### src/rtl/wp_pkg.sv
package wp_pkg;
    localparam int unsigned WP_TIME_W = 32;
    typedef logic [WP_TIME_W-1:0]        wp_time_t;
    typedef logic signed [WP_TIME_W-1:0] wp_stime_t;
endpackage

### src/rtl/wp_err.sv
module wp_err
    import wp_pkg::*;
(
    input  wp_time_t  actual_i,
    input  wp_time_t  expect_i,
    output wp_stime_t err_o
);
    // modulo-2^32 difference, read as two's complement
    always_comb err_o = wp_stime_t'(actual_i - expect_i);
endmodule

### src/rtl/wp_ema.sv
module wp_ema
    import wp_pkg::*;
#(
    parameter int unsigned JW    = 24,
    parameter int unsigned SHIFT = 3
) (
    input  logic signed [JW-1:0] jit_i,
    input  wp_stime_t            err_i,
    output logic signed [JW-1:0] jit_o
);
    localparam int unsigned SW = WP_TIME_W + SHIFT + 2;
    localparam logic signed [SW-1:0] MAXV = {{(SW-JW+1){1'b0}}, {(JW-1){1'b1}}};
    localparam logic signed [SW-1:0] MINV = {{(SW-JW+1){1'b1}}, {(JW-1){1'b0}}};

    logic signed [SW-1:0] wide_jit, weighted, total, scaled;

    always_comb begin
        wide_jit = SW'(jit_i);
        weighted = (wide_jit <<< SHIFT) - wide_jit;   // (2^SHIFT - 1) * old
        total    = weighted + SW'(err_i);
        scaled   = total >>> SHIFT;                   // floor division
        if (scaled > MAXV)      jit_o = MAXV[JW-1:0];
        else if (scaled < MINV) jit_o = MINV[JW-1:0];
        else                    jit_o = scaled[JW-1:0];
    end
endmodule

### src/rtl/wp_margin.sv
module wp_margin
    import wp_pkg::*;
#(
    parameter int unsigned JW      = 24,
    parameter int unsigned RAMP_US = 150
) (
    input  logic signed [JW-1:0] jit_i,
    output wp_time_t             lead_o
);
    localparam wp_time_t RAMP = wp_time_t'(RAMP_US);
    wp_time_t pos_part;

    always_comb begin
        pos_part = jit_i[JW-1] ? '0 : {{(WP_TIME_W-JW){1'b0}}, jit_i};
        lead_o   = pos_part + RAMP;
    end
endmodule

### src/rtl/wake_predictor.sv
module wake_predictor
    import wp_pkg::*;
#(
    parameter int unsigned JW      = 24,
    parameter int unsigned SHIFT   = 3,
    parameter int unsigned RAMP_US = 150
) (
    input  logic        clk,
    input  logic        rst,
    input  logic [31:0] init_anchor_i,
    input  logic [31:0] interval_i,
    input  logic [31:0] actual_anchor_i,
    input  logic        update_i,
    output logic [31:0] next_anchor_o,
    output logic [31:0] wake_time_o
);
    localparam wp_time_t RAMP    = wp_time_t'(RAMP_US);
    localparam wp_time_t JIT_MAX = wp_time_t'((64'd1 << (JW-1)) - 1);

    typedef struct packed {
        wp_time_t             anchor;
        logic signed [JW-1:0] jit;
    } state_t;

    state_t               st_d, st_q;
    wp_stime_t            err;
    logic signed [JW-1:0] jit_next;
    wp_time_t             lead;

    wp_err u_err (
        .actual_i (actual_anchor_i),
        .expect_i (st_q.anchor),
        .err_o    (err)
    );

    wp_ema #(.JW(JW), .SHIFT(SHIFT)) u_ema (
        .jit_i (st_q.jit),
        .err_i (err),
        .jit_o (jit_next)
    );

    wp_margin #(.JW(JW), .RAMP_US(RAMP_US)) u_margin (
        .jit_i  (st_q.jit),
        .lead_o (lead)
    );

    always_comb begin
        st_d = st_q;
        if (rst) begin
            st_d.anchor = init_anchor_i;
            st_d.jit    = '0;
        end else if (update_i) begin
            st_d.anchor = st_q.anchor + interval_i;
            st_d.jit    = jit_next;
        end
    end

    always_ff @(posedge clk) st_q <= st_d;

    assign next_anchor_o = st_q.anchor;
    assign wake_time_o   = st_q.anchor - lead;

    // reset loads the initial anchor
    a_r1_reset_load: assert property (@(posedge clk) disable iff (rst)
        $past(rst) |-> next_anchor_o == $past(init_anchor_i));

    // each strobe advances the anchor by one interval
    a_r2_advance: assert property (@(posedge clk) disable iff (rst)
        ($past(update_i) && !$past(rst)) |->
            next_anchor_o == $past(next_anchor_o) + $past(interval_i));

    // no strobe, no change
    a_r3_hold: assert property (@(posedge clk) disable iff (rst)
        (!$past(update_i) && !$past(rst)) |->
            ($stable(next_anchor_o) && $stable(wake_time_o)));

    // the lead is never shorter than the ramp-up time
    a_r7_min_lead: assert property (@(posedge clk) disable iff (rst)
        (next_anchor_o - wake_time_o) >= RAMP);

    // the lead never exceeds the saturated filter bound plus ramp-up
    a_r6_max_lead: assert property (@(posedge clk) disable iff (rst)
        (next_anchor_o - wake_time_o) <= JIT_MAX + RAMP);
endmodule

### config.mk
export PLATFORM = sky130hd
export DESIGN_NAME = wake_predictor
export DESIGN_NICKNAME = d
export VERILOG_FILES = /design/src/rtl/wp_pkg.sv /design/src/rtl/wp_err.sv /design/src/rtl/wp_ema.sv /design/src/rtl/wp_margin.sv /design/src/rtl/wake_predictor.sv
export SDC_FILE = /design/constraint.sdc
export NUM_CORES = 1
export LEC_CHECK = 0
export ABC_AREA = 1
export ABC_CLOCK_PERIOD_IN_PS = 6500
export CORE_MARGIN = 8
export CORE_UTILIZATION = 39
export CTS_CLUSTER_DIAMETER = 150
export DETAILED_ROUTE_END_ITERATION = 16
export HOLD_SLACK_MARGIN = 0.1
export PLACE_DENSITY_LB_ADDON = 0.1
export SLEW_MARGIN = 15
export SYNTH_ARGS = -nofsm -noshare
export SYNTH_HDL_FRONTEND = slang
export SYNTH_SLANG_ARGS = --single-unit
### constraint.sdc
create_clock -name clk -period 6.5 [get_ports clk]
set_input_delay 0.975 -clock clk [delete_from_list [all_inputs] [get_ports clk]]
set_output_delay 0.975 -clock clk [all_outputs]
set_load 0.02 [all_outputs]
==> out/summary.txt <==
Core area = 0.0275 sq mm
Clock skew = 0.0161 ns
Die Span Y = 182 um
Clock sinks = 56
Largest net degree at the start of global routing = 38
Top cells by count, synth = nand2_1 (423), inv_1 (301), nor2_1 (168)
Fin worst setup slack = 0.673 ns
Cell area after layout = 0.0127 sq mm
First-pass GRT wire length = 55500 um
Reg clk slew, reported paths = 0.09 ns
Fin nets = 2094
Hold Buf Count CTS = 0
Worst setup SP type = primary input
Hold crit path type = flip-flop to flip-flop
Starting density of the core = 0.393
Drt drc = 0
Post-CTS resize count = 0
DP Worst Slack = 0.360 ns
Period utilisation layout = 0.896
Maximum clock path buffer count = 2
GRT Util Overall = 0.207
Yosys cell types = 49
Synth top area cells = ha_1 (17%), nand2_1 (15%), inv_1 (10%), edfxtp_1 (8.9%), a21oi_1 (6.2%)
Worst-Skew Late Latency = 0.32 ns
Outcome = finished, final reports clean
Cell row count = 61
Post-CTS Setup Bufs = 0
Iteration-0 DRC Markers = 598
Min Clock Period, post-route = 5.83 ns
Required @ worst endpoint = 6.71 ns
RSZ-0062 raised after global routing = no
Rel. slew slack = 0.519
Crit-path max FO = 23
GPL Wtd Cong = 0.884
Die width = 182 um
Layout cells sized above 1 = 0.0405
Routed via count = 10.8k
Routed Antenna Nets = 0
Average size of a mapped cell = 6.35 sq um
Mapped Nets = 1968
Most frequent cell after synthesis = nand2_1
Post-synth top area cell = ha_1
Final-report max-slew violation count = 0
Max-Cap Viols = 0
Max incr delay on CP = 0.45 ns
Netlist Area Pre-Place = 0.0108 sq mm
Hold WS = 0.522 ns
Vias in the first global route = 10.8k
Post-synth ARST share = 0
Root buffer cell = clkbuf_16
Detailed-route wire length per cell = 15.9 um
Input/output buffers = 162
Initial antenna violation count = 0
Clock buffer count from CTS = 5
DPL Wire Length = 29900 um
Antenna fix cells = 0
Die area = 0.0332 sq mm
Vias per cell = 4.98
Final wirelength = 34600 um
Most Frequent Cell on Critical Path = nand2_1
Top cell type's share of synthesized area = 0.166
Initial DRT Pass Iterations = 5
Slew @ Worst Pin = 0.720 ns
Register area share after synthesis = 0.134
Placed instance area = 0.0126 sq mm
Final setup TNS = 0 ns
Mapped Cells = 1700
Arrival time worst endpoint = 6.04 ns
CTS tree = done
Final setup fails = 0
R2R setup slack = 1.26 ns
Final hold vios = 0
Synth warn = 0
# IOs = 163
Total grt overflow = 0
Post-synth EDFFs = 32
Top FF cell, synth = edfxtp_1
CP max stage cell = clkdlybuf4s50_1
Fmax = 172 MHz
Layout area overhead = 18.1%
#FFs+latches synth = 56
Path type of the worst setup path = primary input to flip-flop
Crit. End Element = flip-flop
Htree depth = 2
==> critical path: cells and delay by family <==
family	cells	cell delay, ns
simple gates	19	2.17
xor+xnor	1	0.19
compound gates	4	0.96
buf+inv	2	0.51
fa+ha+maj	3	1.22
==> state kept, by name (all words and copies together), names as in the netlist <==
signal	cells
next_anchor_o	32
st_q	24
==> kinds of logic after synthesis <==
family,share of synthesized area
AOI/OAI and AO/OA,0.174
xor gates and xnor gates,0.0714
adders and majority gates,0.214
buffers and inverters,0.139
DFF,0.134
and+or+nand+nor,0.268
==> per-stage QoR <==
step	util	instances
5_1_grt	0.464	2173
6_report	0.464	2173
4_1_cts	0.464	2173
3_3_place_gp	0.457	2165
2_1_floorplan	-	1700
3_5_place_dp	0.457	2165
==> worst paths after layout <==
path | endpoint | startpoint | cells past startpoint
max | st_q[16] | actual_anchor_i[11] | 29
min | st_q[3] | st_q[3] | 2
max reg2reg | st_q[16] | next_anchor_o[8] | 29
min reg2reg | st_q[3] | st_q[3] | 2
==> cell usage in the layout, fill, tap and decap left out, types with 32 or more instances in the layout <==
cell type / netlist / layout
xor2_1: 47 / 47
ha_1: 143 / 143
a21oi_1: 134 / 134
nand3_1: 45 / 45
xnor2_1: 41 / 41
clkdlybuf4s50_1: 0 / 162
nor2_1: 168 / 168
o21ai_0: 99 / 99
edfxtp_1: 32 / 32
inv_1: 301 / 301
nand2_1: 423 / 423
==> routing by layer <==
metal | up-vias | routed length [um] | track usage
met1 | 4848 | 16500 | 0.271
li1 | 5681 | - | -
met2 | 253 | 16300 | 0.361
met4 | 0 | 564 | 0.0384
met3 | 30 | 1270 | 0.0227
met5 | - | 0 | 0
==> final cells by class <==
cell class,count,area (sq um)
Clock inverter,1,8.76
Fill cell,2960,14700
Tap cell,346,433
Timing Repair Buffer,169,1670
Inverter,309,1160
Multi-Input combinational cell,1285,7850
Clock buffer,7,175
Sequential cell,56,1440
Power is left out: the tool's default activity adds up to more than one toggle a clock period on the data nets, which glitch-free logic cannot reach.
